===== config.mk =====
export PLATFORM = sky130hd
export DESIGN_NAME = t1_tx_chan_proc
export DESIGN_NICKNAME = d
export VERILOG_FILES = /design/src/rtl/t1_tx_chan_proc.sv
export SDC_FILE = /design/constraint.sdc
export NUM_CORES = 1
export LEC_CHECK = 0
export CORE_MARGIN = 3
export CORE_UTILIZATION = 48
export CTS_CLUSTER_DIAMETER = 120
export DETAILED_ROUTE_END_ITERATION = 10
export GPL_ROUTABILITY_DRIVEN = 0
export GPL_TIMING_DRIVEN = 0
export PLACE_DENSITY = 0.76
export SYNTH_ARGS = -nofsm -noshare
export SYNTH_HDL_FRONTEND = slang
export SYNTH_SLANG_ARGS = --single-unit

===== constraint.sdc =====
create_clock -name clk -period 2 [get_ports clk]
set_input_delay 0.4 -clock clk [delete_from_list [all_inputs] [get_ports clk]]
set_output_delay 0.4 -clock clk [all_outputs]
set_load 0.05 [all_outputs]

===== src/rtl/t1_tx_chan_proc.sv =====
module t1_tx_chan_proc #(
  parameter int NCH = 24,
  parameter int FRAMES = 24,
  parameter logic [7:0] IDLE_RST = 8'h7F
) (
  input  logic       clk,
  input  logic       rst_n,
  input  logic       cfg_wr,
  input  logic [3:0] cfg_addr,
  input  logic [7:0] cfg_wdata,
  input  logic       in_valid,
  input  logic [7:0] in_byte,
  input  logic [4:0] in_chan,
  input  logic [4:0] in_frame,
  input  logic       esf_mode,
  input  logic       yellow_req,
  input  logic [3:0] sig_abcd,
  input  logic       force_stuff_a,
  input  logic       force_stuff_b,
  output logic       out_valid,
  output logic [7:0] out_byte
);
  localparam int NGRP = NCH / 8;
  localparam int OFF_IDLE = NGRP;
  localparam int OFF_CODE = 2 * NGRP;
  localparam logic [4:0] FR_A = 5'(FRAMES / 4 - 1);
  localparam logic [4:0] FR_B = 5'(FRAMES / 2 - 1);
  localparam logic [4:0] FR_C = 5'(3 * FRAMES / 4 - 1);
  localparam logic [4:0] FR_D = 5'(FRAMES - 1);

  logic [NCH-1:0] clr_mask, idl_mask;
  logic [7:0] idle_code;

  always_ff @(posedge clk) begin
    if (!rst_n) begin
      clr_mask  <= '0;
      idl_mask  <= '0;
      idle_code <= IDLE_RST;
    end else if (cfg_wr) begin
      for (int g = 0; g < NGRP; g++) begin
        if (int'(cfg_addr) == g)            clr_mask[8*g +: 8] <= cfg_wdata;
        if (int'(cfg_addr) == OFF_IDLE + g) idl_mask[8*g +: 8] <= cfg_wdata;
      end
      if (int'(cfg_addr) == OFF_CODE) idle_code <= cfg_wdata;
    end
  end

  logic chan_ok, is_clr, is_idl;
  assign chan_ok = int'(in_chan) < NCH;
  assign is_clr  = chan_ok && clr_mask[in_chan];
  assign is_idl  = chan_ok && idl_mask[in_chan];

  logic sig_hit, sig_bit;
  always_comb begin
    sig_hit = 1'b1;
    sig_bit = 1'b0;
    if (in_frame == FR_A)                 sig_bit = sig_abcd[3];
    else if (in_frame == FR_B)            sig_bit = sig_abcd[2];
    else if (esf_mode && in_frame == FR_C) sig_bit = sig_abcd[1];
    else if (esf_mode && in_frame == FR_D) sig_bit = sig_abcd[0];
    else                                  sig_hit = 1'b0;
  end

  logic [7:0] s_idle, s_sig, s_stuff, s_yel;
  logic stuff_en;
  assign s_idle   = is_idl ? idle_code : in_byte;
  assign s_sig    = (sig_hit && !is_clr) ? {s_idle[7:1], sig_bit} : s_idle;
  assign stuff_en = !is_clr || (force_stuff_a && force_stuff_b);
  assign s_stuff  = (stuff_en && s_sig == 8'h00) ? 8'h02 : s_sig;
  assign s_yel    = (!esf_mode && yellow_req) ? (s_stuff & 8'hBF) : s_stuff;

  always_ff @(posedge clk) begin
    if (!rst_n) begin
      out_valid <= 1'b0;
      out_byte  <= 8'h00;
    end else begin
      out_valid <= in_valid;
      if (in_valid) out_byte <= s_yel;
    end
  end
endmodule



# Word-level counts from Yosys, hierarchy flattened
# Cells that the tools add are included.
# word_totals
inputBits	42
output_inout_bits	9
ff_bits	65
word_cells	57
# op_classes
mux	16
reduce_logical	20
n_eq_ne	10
order_cmp	2
# ops
cell	count
two-way mux 8 bit	2
AND reduction 2 bit	7
equality test 4 bit, second input constant	3
two-way mux 1 bit	11
binary-select mux 1 bit (select 5 bit)	2
equality test 5 bit, second input constant	2
equality test 4 x 3 -> 1 bit, second input constant	2
logical AND 1 bit	8
logical NOT 8 bit	1
two-way mux 7 bit	1
less-than comparator 5 x 6 -> 1 bit, second input constant	1
equality test 5 x 3 -> 1 bit, second input constant	1
equality test 5 x 4 -> 1 bit, second input constant	1
less-than comparator 5 bit, second input constant	1
equality test 4 x 2 -> 1 bit, second input constant	1
logical NOT 4 bit	1
logical NOT 1 bit	2
logical OR 1 bit	1

# Longest topological paths before layout
# Gate-level depths: netlist (run 1).
# depth
word_depth	12
ltp_mapped	9
depth_no_buf	7

# Least setup slack after synthesis (run 1)
# Ideal clock, no wire load.
# synth_path
path_type	input to register
from	input in_chan[1]
to	register out_byte[0]
slack_ns	-0.106
n_path_buf	2
arrival_time_ns	2.047
path_stages	8
required_time_ns	1.941
setup_ns	0.059
path_cell_list	buf_6 -> buf_2 -> mux4_2 -> o21bai_1 -> nand3_1 -> nor3_2 -> mux2i_1 -> a22o_1
# synth_via
elab_chain_len	10
word_cells_on_any_way	16
classes_between	order compare: 1; mux: 8; reduce/logical: 7
# synth_rtl
item	line	source
from (decl)	13	input logic [4:0] in_chan,
binary-select mux 1 bit (select 5 bit)	50	assign is_clr = chan_ok && clr_mask[in_chan];
two-way mux 1 bit (implied by the code)	50	
logical AND 1 bit	50	
logical NOT 1 bit	67, 68	
logical AND 1 bit	67	assign s_sig = (sig_hit && !is_clr) ? {s_idle[7:1], sig_bit} : s_idle;
two-way mux 1 bit	67	
logical NOT 8 bit	69	assign s_stuff = (stuff_en && s_sig == 8'h00) ? 8'h02 : s_sig;
logical AND 1 bit	69	
two-way mux 8 bit *	69	
two-way mux 7 bit *	70	assign s_yel = (!esf_mode && yellow_req) ? (s_stuff & 8'hBF) : s_stuff;
to (signal assigned)	78	if (in_valid) out_byte <= s_yel;
to (decl)	21	output logic [7:0] out_byte
# Mark *: on every way between the ends. The rest lies on a longest branch, timed or not. The select of a mux whose other input is x is not followed.
# A chain may end at the register's enable or synchronous reset.

# Worst setup path after layout (run 1)
# layout_path
from	register idl_mask[6]
to	register out_byte[6]
# layout_via
elab_chain_len	9
# layout_rtl
item	line	source
from (decl)	31	logic [NCH-1:0] clr_mask, idl_mask;
binary-select mux 1 bit (select 5 bit) *	51	assign is_idl = chan_ok && idl_mask[in_chan];
two-way mux 1 bit (implied by the code) *	51	
logical AND 1 bit *	51	
two-way mux 8 bit *	66	assign s_idle = is_idl ? idle_code : in_byte;
two-way mux 1 bit	67	
logical NOT 8 bit	69	
logical AND 1 bit	69	
two-way mux 8 bit *	69	
two-way mux 7 bit *	70	
# Marked as above.

==> impl_summary.txt, run 1 <==
----------------------------------------------------
[STA]
  Worst hold slack ... between 400 and 500 ps
  Max frequency ... about 0.48 GHz
  Worst Tran Pin Value ... about 600 ps
  Layout Skew ... roughly 6.4 ps
  Share of the clock period used by the worst path ... 1.036
  Endpoints failing setup ... 7
  Time the final worst path needs with I/O delays and setup ... 2073 ps
  Slew Limit Fails ... 0
  Setup repair after global routing missed its margin ... yes
  Normalized max-slew margin ... 0.6000
  Final Hold Violating Endpoints ... 0
  Worst-case setup margin in the final layout ... -72.57 ps

[Detailed routing]
  Post-route DRC violation count ... 0
  Routed vias/inst ... approximately 5.4
  Count of antenna-violating nets left after detailed routing ... 0
  Routed wire length ... approximately 7400 µm
  Final routed wire length divided by cell count ... roughly 16 µm
  Total via count after detailed routing ... 2452
  Number of iterations in the first detailed-routing pass ... 4
  Initial detailed-routing violation count ... between 100 and 150

[Job]
  Max Cap Violations ... 0

[Floorplan]
  Die outline area ... roughly 7600 µm²
  Number of cell rows ... 28
  Width of the die ... 87.24 µm
  Die height ... 87.24 µm
  Starting density of the core ... 0.5138
  I/O pin count ... 51
  Placeable Area ... approximately 6200 µm²

[Logic synthesis]
  Cell area after technology mapping ... between 3000 and 4000 µm²
  Commonest cells post-synth ... mux2i_1 (67), dfxtp_1 (65), nor2b_1 (56)
  Library cell with the highest instance count after synthesis ... mux2i_1
  Number of unique standard cell types used by synthesis ... 44
  Area share of the largest cell type after synthesis ... 0.4107
  Dominant cells by area after synthesis ... dfxtp_1 (41%), mux2i_1 (21%), nor2b_1 (11%), mux4_2 (5.0%), nand2_1 (2.3%)
  Average footprint of a synthesized cell ... 10.29 µm²
  Cell count after synthesis ... 308
  Yosys Warn Count ... 0
  Part of the Yosys area used for sequential elements ... 0.4107
  Post-synth EDFFs ... 0
  Most frequently used flop master after synthesis ... dfxtp_1
  Net count after synthesis ... between 300 and 400
  Dominant cell type by area after synthesis ... dfxtp_1
  Post-synth ARST share ... 0
  Flop and latch count out of synthesis ... 65

[Pwr]
  Share of power burned in combinational logic ... 0.140
  Peak supply drop ... 0.7469 mV
  Sw Ratio ... 0.2532
  Internal power of the cells ... roughly 2.1 mW
  Psw ... 720.8 µW
  Relative contribution of the clock network to total power ... 0.391
  Proportion of power drawn by flip-flops and latches ... 0.469
  Leakage Power ... 1.674 nW
  Final Total Pwr ... ~2.8 mW
  Pwr Density ... 705.6 nW/µm²

[Global routing]
  Wire length of the first global-routing pass ... 11810 µm
  Number of antenna violations at the first check in global routing ... 0
  Met1 track demand over resource ... 0.2713
  Number of global-route vias before repair ... about 2400
  Highest-utilization routing layer at the global route stage ... met2
  Leftover overflow at the end of global routing ... 0
  Overall Global Routing Usage ... 0.2057
  GRT met2 Usage ... 0.3281
  Met3 global-route usage ... 0.03974
  Largest net degree at the start of global routing ... 12

[Outcome]
  Result of the run ... complete, but fails checks
  Violated checks ... setup timing

[Setup path]
  Ordered cell list for the critical path ... mux4_2, o211ai_1, o22ai_1, a211oi_2, buf_6, buf_4, mux2_4, nand3_1, a21boi_1
  Largest stage delay on the critical path ... 460 ps
  Slowest CP cell ... mux4_2
  Required time at the worst-slack endpoint ... 2230 ps
  Crit Path Category ... reg2reg
  Critical Path AT ... around 2300 ps
  Worst reg2reg path startpoint ... idl_mask[6]$_SDFFE_PN0P_
  FF-to-FF setup slack ... -70 ps
  Depth of the most critical reg-to-reg path ... 9
  Crit end category ... flip-flop
  Critical path startpoint ... idl_mask[6]$_SDFFE_PN0P_
  Endpoint of the worst register-to-register path ... out_byte[6]$_SDFFE_PN0P_
  Critical Path Fanout Max ... 7
  Startpoint kind of the worst setup timing path ... flip-flop

[Clocking]
  TritonCTS sink count ... 65
  Maximum root-to-sink buffer count ... 2
  Clock tree from TritonCTS ... done
  Hold buffer count at cts ... 0
  Max H-tree Level ... 3
  Cts bufs inserted ... 9
  Clock-pin slew of the registers on the worst-case setup and hold paths ... about 80 ps
  Clock latency reported for the late side of the worst-skew pair ... between 300 and 400 ps
  Master cell of the clock root buffer ... clkbuf_8

[Min path]
  Hold path startpoint ... out_byte[6]$_SDFFE_PN0P_
  Endpoint of the worst hold path ... out_byte[6]$_SDFFE_PN0P_
  Type of the tightest min-delay check ... reg2reg
  Number of instances on the worst hold path ... 2

[Finish]
  Layout cell share with drive strength beyond 1 ... 0.1300
  Final-stage net count ... 414
  Post-synthesis to final-layout area growth ... 27.37%
  Number of diodes added for antenna fixing ... 0

[Placement]
  Final HPWL DP ... between 5000 and 6000 µm
  # port buffers ... 48

----------------------------------------------------
-- layout make-up --
class / instances / area, µm²
fillers: 511 / 2131
multi-input cells: 223 / 1805
flip-flops and latches: 65 / 1305
repair buffers: 54 / 524.3
clock buffers: 11 / 141.4
plain buffers: 18 / 106.4
well taps: 75 / 93.84
clock inverters: 5 / 55.05
inverters: 1 / 3.754
-- cells by family after synthesis --
| group | count (synthesis) | synth area share |
|---|---|---|
| buffers and inverters | 20 | 0.02843 |
| multiplexers | 79 | 0.2792 |
| AO/OA/AOI/OAI | 29 | 0.06991 |
| XOR/XNOR | 1 | 0.002765 |
| AND/OR/NAND/NOR | 114 | 0.2089 |
| flip-flops | 65 | 0.4107 |
-- cells in the final DEF (no fill, tap or decap), types with 4 or more instances in the layout --
| cell type | count |
|---|---|
| mux2i_1 | 67 |
| dfxtp_1 | 62 |
| nor2b_1 | 55 |
| clkdlybuf4s50_1 | 45 |
| nand2_1 | 18 |
| clkbuf_1 | 12 |
| clkbuf_8 | 10 |
| mux4_2 | 7 |
| nand3_1 | 7 |
| buf_4 | 6 |
| nor2_1 | 5 |
| o211a_1 | 5 |
| nor3b_1 | 5 |
| o21ai_0 | 4 |
| nand3b_1 | 4 |
-- flip-flops by register name (all words and copies together), names as in the netlist --
register   flops
clr_mask      24
idl_mask      24
idle_code      8
out_byte       8
out_valid      1
-- worst max path at each step --
stage,endpoint,cells past startpoint
6_report,out_byte[6]$_SDFFE_PN0P_,9
3_3_place_gp,out_byte[0]$_SDFFE_PN0P_,9
2_1_floorplan,out_byte[0]$_SDFFE_PN0P_,9
3_5_place_dp,out_byte[0]$_SDFFE_PN0P_,9
5_1_grt,out_byte[0]$_SDFFE_PN0P_,8
4_1_cts,out_byte[0]$_SDFFE_PN0P_,8
-- what timing repair did --
| action | CTS | global route |
|---|---|---|
| resized for setup | 20 | 3 |
| buffers inserted | 5 | 1 |
| endpoints found under the hold margin | 0 | 0 |
| setup endpoints to repair | 16 | 8 |
| pin swaps | 7 | 0 |
-- routing by layer --
| metal | vias to the layer above | share of wire |
|---|---|---|
| li1 | 1226 | - |
| met1 | 1157 | 0.48 |
| met2 | 56 | 0.46 |
| met3 | 13 | 0.045 |
| met4 | 0 | 0.015 |
| met5 | - | 0 |
-- critical path, delay by kind of cell, from the launching register on --
family | cells | cell delay, ps
mux | 2 | 750
buf+inv | 2 | 290
flops | 1 | 330
simple gates | 1 | 80
compound gates | 4 | 520
-- through the flow --
step           setup TNS (ps)  cells  cell area (µm²)  utilization  worst slack (ps)
2_1_floorplan          -123.6    308             3183            -            -57.48
3_3_place_gp           -12560    431             3757       0.6094             -1037
3_5_place_dp           -14000    431             3757       0.6094             -1047
4_1_cts                -157.6    451             4021       0.6522            -65.80
5_1_grt                 -1075    452             4035       0.6544            -182.0
6_report               -275.4    452             4035       0.6544            -72.57
-- power by group through the flow --
stage	clock network, mW	logic [mW]	registers [mW]
after floorplan	0	0.164	1.41
after global placement	0	0.378	1.36
after detailed placement	0	0.380	1.36
after CTS	1.13	0.396	1.34
after global routing	1.18	0.428	1.34
final	1.11	0.398	1.34
No activity file was read; power rests on OpenSTA's default activity.
==> run 2, diff against run 1 <==
--- a/config.mk
+++ b/config.mk
@@ -6,12 +6,13 @@
 export NUM_CORES = 1
 export LEC_CHECK = 0
 export CORE_MARGIN = 3
-export CORE_UTILIZATION = 48
+export CORE_UTILIZATION = 52
 export CTS_CLUSTER_DIAMETER = 120
 export DETAILED_ROUTE_END_ITERATION = 10
 export GPL_ROUTABILITY_DRIVEN = 0
 export GPL_TIMING_DRIVEN = 0
-export PLACE_DENSITY = 0.76
+export PLACE_DENSITY = 0.78
+export SLEW_MARGIN = 30
 export SYNTH_ARGS = -nofsm -noshare
 export SYNTH_HDL_FRONTEND = slang
 export SYNTH_SLANG_ARGS = --single-unit
==> constraint.sdc (replaced) <==
create_clock -name clk -period 2.5 [get_ports clk]
set_input_delay 0.5 -clock clk [delete_from_list [all_inputs] [get_ports clk]]
set_output_delay 0.5 -clock clk [all_outputs]
set_load 0.05 [all_outputs]
==> impl_summary.txt, run 2 (synthesis results as in run 1) <==
----------------------------------------------------
[Pwr]
  Relative contribution of the clock network to total power ... 0.468
  Final Total Pwr ... 2.612 mW
  Internal power of the cells ... between 2 and 2.5 mW
  Proportion of power drawn by flip-flops and latches ... 0.409
  Leakage Power ... roughly 1.7 nW
  Psw ... between 600 and 700 µW
  Pwr Density ... approximately 640 nW/µm²
  Sw Ratio ... 0.2304
  Peak supply drop ... 0.5547 mV
  Share of power burned in combinational logic ... 0.123

[Detailed routing]
  Routed wire length ... approximately 7600 µm
  Post-route DRC violation count ... 0
  Initial detailed-routing violation count ... just over 60
  Final routed wire length divided by cell count ... between 15 and 20 µm
  Number of iterations in the first detailed-routing pass ... 4
  Count of antenna-violating nets left after detailed routing ... 0
  Total via count after detailed routing ... roughly 2500
  Routed vias/inst ... about 5.6

[Placement]
  Final HPWL DP ... about 5200 µm
  # port buffers ... 48

[Job]
  Max Cap Violations ... 0

[Finish]
  Sequential cell area ... around 1300 µm²
  Layout cell share with drive strength beyond 1 ... 0.1194
  Commonest non-fill, non-tap cell in the layout ... mux2i_1
  Regs by FF count ... clr_mask x24, idl_mask x24
  Post-synthesis to final-layout area growth ... 29.74%
  Final Core Density ... 0.7199
  Area occupied by multi-input gates ... roughly 1800 µm²
  Number of diodes added for antenna fixing ... 0
  Number of fill cells in the layout ... approximately 420
  Most frequent cells in the layout ... mux2i_1 (67), dfxtp_1 (65), nor2b_1 (56)
  Final-stage net count ... slightly above 400

[Floorplan]
  Die height ... about 84 µm
  Width of the die ... roughly 84 µm
  I/O pin count ... between 50 and 60
  Number of cell rows ... 27
  Die outline area ... 7065 µm²
  Placeable Area ... between 5000 and 6000 µm²
  Starting density of the core ... 0.5549

[Clocking]
  Max H-tree Level ... 3
  Master cell of the clock root buffer ... clkbuf_8
  Cts bufs inserted ... 9
  Hold buffer count at cts ... 0
  Clock latency reported for the late side of the worst-skew pair ... between 300 and 400 ps
  Maximum root-to-sink buffer count ... 2
  TritonCTS sink count ... 65
  Clock tree from TritonCTS ... done
  Clock-pin slew of the registers on the worst-case setup and hold paths ... about 70 ps

[Setup path]
  Critical Path Fanout Max ... 9
  Ordered cell list for the critical path ... clkdlybuf4s50_1, buf_6, mux4_2, nand2_1, nand2_1, a211oi_4, buf_6, mux2i_1, mux2i_1, a22o_1
  Required time at the worst-slack endpoint ... roughly 2800 ps
  Critical Path AT ... approximately 2700 ps
  Worst path bufs/invs ... 3
  Category of cells accounting for the largest share of critical-path delay ... buffers and inverters
  Crit end category ... flip-flop
  Largest stage delay on the critical path ... 500 ps
  Crit Path Category ... in2reg
  Startpoint kind of the worst setup timing path ... input pin
  FF-to-FF setup slack ... 390 ps
  Slowest CP cell ... clkdlybuf4s50_1

[Global routing]
  Largest net degree at the start of global routing ... 13
  Number of antenna violations at the first check in global routing ... 0
  Overall Global Routing Usage ... 0.2201
  Number of global-route vias before repair ... roughly 2400
  Wire length of the first global-routing pass ... 12080 µm
  Leftover overflow at the end of global routing ... 0

[STA]
  Worst hold slack ... ~470 ps
  Time the final worst path needs with I/O delays and setup ... about 2400 ps
  Final Hold Violating Endpoints ... 0
  Layout Skew ... between 6 and 7 ps
  Worst Tran Pin Value ... 653.0 ps
  Endpoints failing setup ... 0
  Share of the clock period used by the worst path ... 0.9789
  Slew Limit Fails ... 0
  Normalized max-slew margin ... 0.5647
  Max frequency ... around 0.41 GHz
  Final-layout setup total negative slack ... 0 ps

[Min path]
  Type of the tightest min-delay check ... reg2reg

[Outcome]
  Result of the run ... finished, final reports clean

----------------------------------------------------
## run 2: worst reg2reg max path: cells and delay by family, from the launching register on
kind | cells | cell delay (ps)
DFF | 1 | 310
muxes | 3 | 790
and+or+nand+nor | 2 | 190
buffers and inverters | 1 | 180
AOI/OAI and AO/OA | 2 | 540
## run 2: cell type report
cell class,instances,area share
Timing Repair Buffer,53,0.1242
Inverter,1,0.0009132
Buffer,19,0.02496
Sequential cell,65,0.3166
Clock buffer,10,0.03349
Clock inverter,6,0.03349
Multi-Input combinational cell,223,0.4444
Tap cell,72,0.02192
## run 2: what timing repair did
action	in CTS	in global routing
cloned	0	1
buffers inserted	0	4
pin swaps	0	2
gates resized for setup	5	11
setup endpoints to repair	8	5
## run 2: worst paths after layout
| kind | from | endpoint | cells after the start |
|---|---|---|---|
| worst min register to register | out_byte[6]$_SDFFE_PN0P_ | out_byte[6]$_SDFFE_PN0P_ | 2 |
| worst max register to register | idl_mask[23]$_SDFFE_PN0P_ | out_byte[0]$_SDFFE_PN0P_ | 8 |
| worst min-delay path | out_byte[6]$_SDFFE_PN0P_ | out_byte[6]$_SDFFE_PN0P_ | 2 |
| worst max-delay path | in_chan[2] | out_byte[0]$_SDFFE_PN0P_ | 10 |
## run 2: stage by stage
step / std cells / cell area (µm²) / worst slack (ps)
global placement: 428 / 3739 / -706.2
global route: 449 / 4110 / -21.25
CTS: 444 / 4025 / 25.69
floorplan: 308 / 3168 / 293.8
finish: 449 / 4110 / 52.86
detailed placement: 428 / 3739 / -709.0
## run 2: power by group through the flow
stage	clock network [mW]	registers, mW	logic [mW]
floorplan	0	1.13	0.129
global placement	0	1.09	0.299
detailed placement	0	1.09	0.302
CTS	1.25	1.07	0.305
global route	1.28	1.07	0.343
finish	1.22	1.07	0.322
## run 2: routing by layer
metal	global-route usage	vias to the layer above	part of all wire
li1	-	1233	-
met1	0.2787	1211	0.46
met2	0.3486	43	0.48
met3	0.07009	11	0.041
met4	0.08333	0	0.017
met5	0	-	0
==> run 3, diff against run 2 <==
--- a/config.mk
+++ b/config.mk
@@ -5,13 +5,15 @@
 export SDC_FILE = /design/constraint.sdc
 export NUM_CORES = 1
 export LEC_CHECK = 0
+export CELL_PAD_IN_SITES_DETAIL_PLACEMENT = 2
+export CELL_PAD_IN_SITES_GLOBAL_PLACEMENT = 2
 export CORE_MARGIN = 3
-export CORE_UTILIZATION = 52
+export CORE_UTILIZATION = 36
 export CTS_CLUSTER_DIAMETER = 120
 export DETAILED_ROUTE_END_ITERATION = 10
 export GPL_ROUTABILITY_DRIVEN = 0
 export GPL_TIMING_DRIVEN = 0
-export PLACE_DENSITY = 0.78
+export PLACE_DENSITY = 0.84
 export SLEW_MARGIN = 30
 export SYNTH_ARGS = -nofsm -noshare
 export SYNTH_HDL_FRONTEND = slang
==> impl_summary.txt, run 3 (synthesis results as in run 1) <==
----------------------------------------------------
[Clocking]
  TritonCTS sink count ... 65
  Clock-pin slew of the registers on the worst-case setup and hold paths ... 80 ps
  Maximum root-to-sink buffer count ... 2
  Master cell of the clock root buffer ... clkbuf_8
  Clock latency reported for the late side of the worst-skew pair ... between 300 and 400 ps
  Max H-tree Level ... 3
  Cts bufs inserted ... 9
  Clock tree from TritonCTS ... done

[STA]
  Share of the clock period used by the worst path ... 0.9579
  Final Hold Violating Endpoints ... 0
  Time the final worst path needs with I/O delays and setup ... ~2400 ps
  Endpoints failing setup ... 0
  Slew Limit Fails ... 0
  Worst Tran Pin Value ... 658.4 ps
  Max frequency ... roughly 0.42 GHz
  Layout Skew ... approximately 12 ps
  Normalized max-slew margin ... 0.5611

[Finish]
  Final-stage net count ... slightly above 400
  Number of fill cells in the layout ... 863
  Post-synthesis to final-layout area growth ... 27.37%
  Non-filler cells in the finished layout ... 479
  Regs by FF count ... clr_mask x24, idl_mask x24
  Final Core Density ... 0.4814
  Most frequent cells in the layout ... mux2i_1 (67), dfxtp_1 (65), nor2b_1 (56)
  Sequential cell area ... about 1300 µm²
  Area occupied by multi-input gates ... 1828 µm²
  Commonest non-fill, non-tap cell in the layout ... mux2i_1
  Number of diodes added for antenna fixing ... 0
  Layout cell share with drive strength beyond 1 ... 0.1043

[Outcome]
  Result of the run ... finished, final reports clean

[Detailed routing]
  Count of antenna-violating nets left after detailed routing ... 0
  Total via count after detailed routing ... approximately 2600
  Routed wire length ... between 10000 and 15000 µm
  Routed vias/inst ... between 5 and 6
  Initial detailed-routing violation count ... 59
  Final routed wire length divided by cell count ... about 22 µm
  Post-route DRC violation count ... 0
  Number of iterations in the first detailed-routing pass ... 4

[Global routing]
  Leftover overflow at the end of global routing ... 0
  Overall Global Routing Usage ... 0.2120
  Largest net degree at the start of global routing ... 11
  Number of global-route vias before repair ... 2945
  Number of antenna violations at the first check in global routing ... 0
  Wire length of the first global-routing pass ... between 15000 and 20000 µm

[Floorplan]
  Starting density of the core ... 0.3780
  Number of cell rows ... 33
  Width of the die ... 99.81 µm
  Die outline area ... about 10000 µm²
  I/O pin count ... between 50 and 60
  Placeable Area ... around 8400 µm²
  Die height ... between 90 and 100 µm

[Setup path]
  Crit Path Category ... in2reg
  Critical Path AT ... between 2000 and 3000 ps
  Startpoint kind of the worst setup timing path ... input pin
  Required time at the worst-slack endpoint ... roughly 2700 ps
  Critical Path Fanout Max ... 10
  Crit end category ... flip-flop

[Placement]
  Final HPWL DP ... 7086 µm
  # port buffers ... 48
  Number of placed instances, taps included ... approximately 460

[Pwr]
  Leakage Power ... roughly 1.6 nW
  Peak supply drop ... ~0.25 mV
  Pwr Density ... approximately 550 nW/µm²

[Min path]
  Type of the tightest min-delay check ... reg2reg

[Job]
  Max Cap Violations ... 0

----------------------------------------------------
run 3: cell count changes in the layout (fill, tap and decap cells not counted), sizes merged:
cell and delta:
clkbuf +4, bufinv -4, clkinv -1, inv -1, buf -1, dlymetal6s2s +1
clkdlybuf4s50 -1
run 3: final timing paths:
check	from	end	slack, ps	cells past startpoint
setup reg to reg	idl_mask[18]$_SDFFE_PN0P_	out_byte[0]$_SDFFE_PN0P_	360	8
setup / recovery	in_chan[1]	out_byte[0]$_SDFFE_PN0P_	110	10
hold / removal	out_byte[6]$_SDFFE_PN0P_	out_byte[6]$_SDFFE_PN0P_	480	2
hold reg to reg	out_byte[6]$_SDFFE_PN0P_	out_byte[6]$_SDFFE_PN0P_	480	2
run 3: stage by stage:
stage                     power (mW)  instance area (µm²)  worst slack, ps  hold slack [ps]  setup TNS, ps
after floorplan                1.255                 3168            293.8            440.8              0
after global placement         1.399                 3780           -699.6            460.3          -4888
after detailed placement       1.409                 3780           -720.7            472.7          -5135
after CTS                      2.205                 3970            8.202            483.4              0
after global routing           2.293                 4035          -0.4652            489.8        -0.4652
final                          2.204                 4035            105.2            475.4              0
run 3: layout make-up:
class	count	share of cell area
clock buffer	14	0.04031
tap	105	0.03256
multi-input combinational	223	0.4530
buffer	19	0.02543
sequential	65	0.3225
timing repair buffer	52	0.1253
inverter	1	0.0009302
run 3: worst max-delay path: stages:
cell and delay (ps):
clkbuf_2 160, buf_6 200, mux4_2 540, nand2_1 110
nand2_1 100, a211oi_4 330, buf_6 180, mux2i_1 180
mux2i_1 120, a22o_1 210
run 3: what timing repair did:
item / in CTS / in global routing
pin swaps: 1 / 4
endpoints found under the hold margin: 0 / 0
cloned: 0 / 1
setup endpoints to repair: 8 / 6
hold buffers: 0 / 0
resized for setup: 9 / 11
setup buffers: 0 / 3
run 3: power breakdown:
part / switching, mW / internal, mW / leakage [nW]
clock network: 0.390 / 0.406 / 0.0826
logic: 0.181 / 0.157 / 1.04
registers: 0.0126 / 1.06 / 0.527
total: 0.583 / 1.62 / 1.65
run 3: routing by layer:
metal  vias to the layer above  routed length (µm)  track usage
met5                         -                   0            0
li1                       1217                   -            -
met4                         0                 290      0.07878
met2                        55                5459       0.3710
met1                      1325                4639       0.2603
met3                        26                 273      0.03614
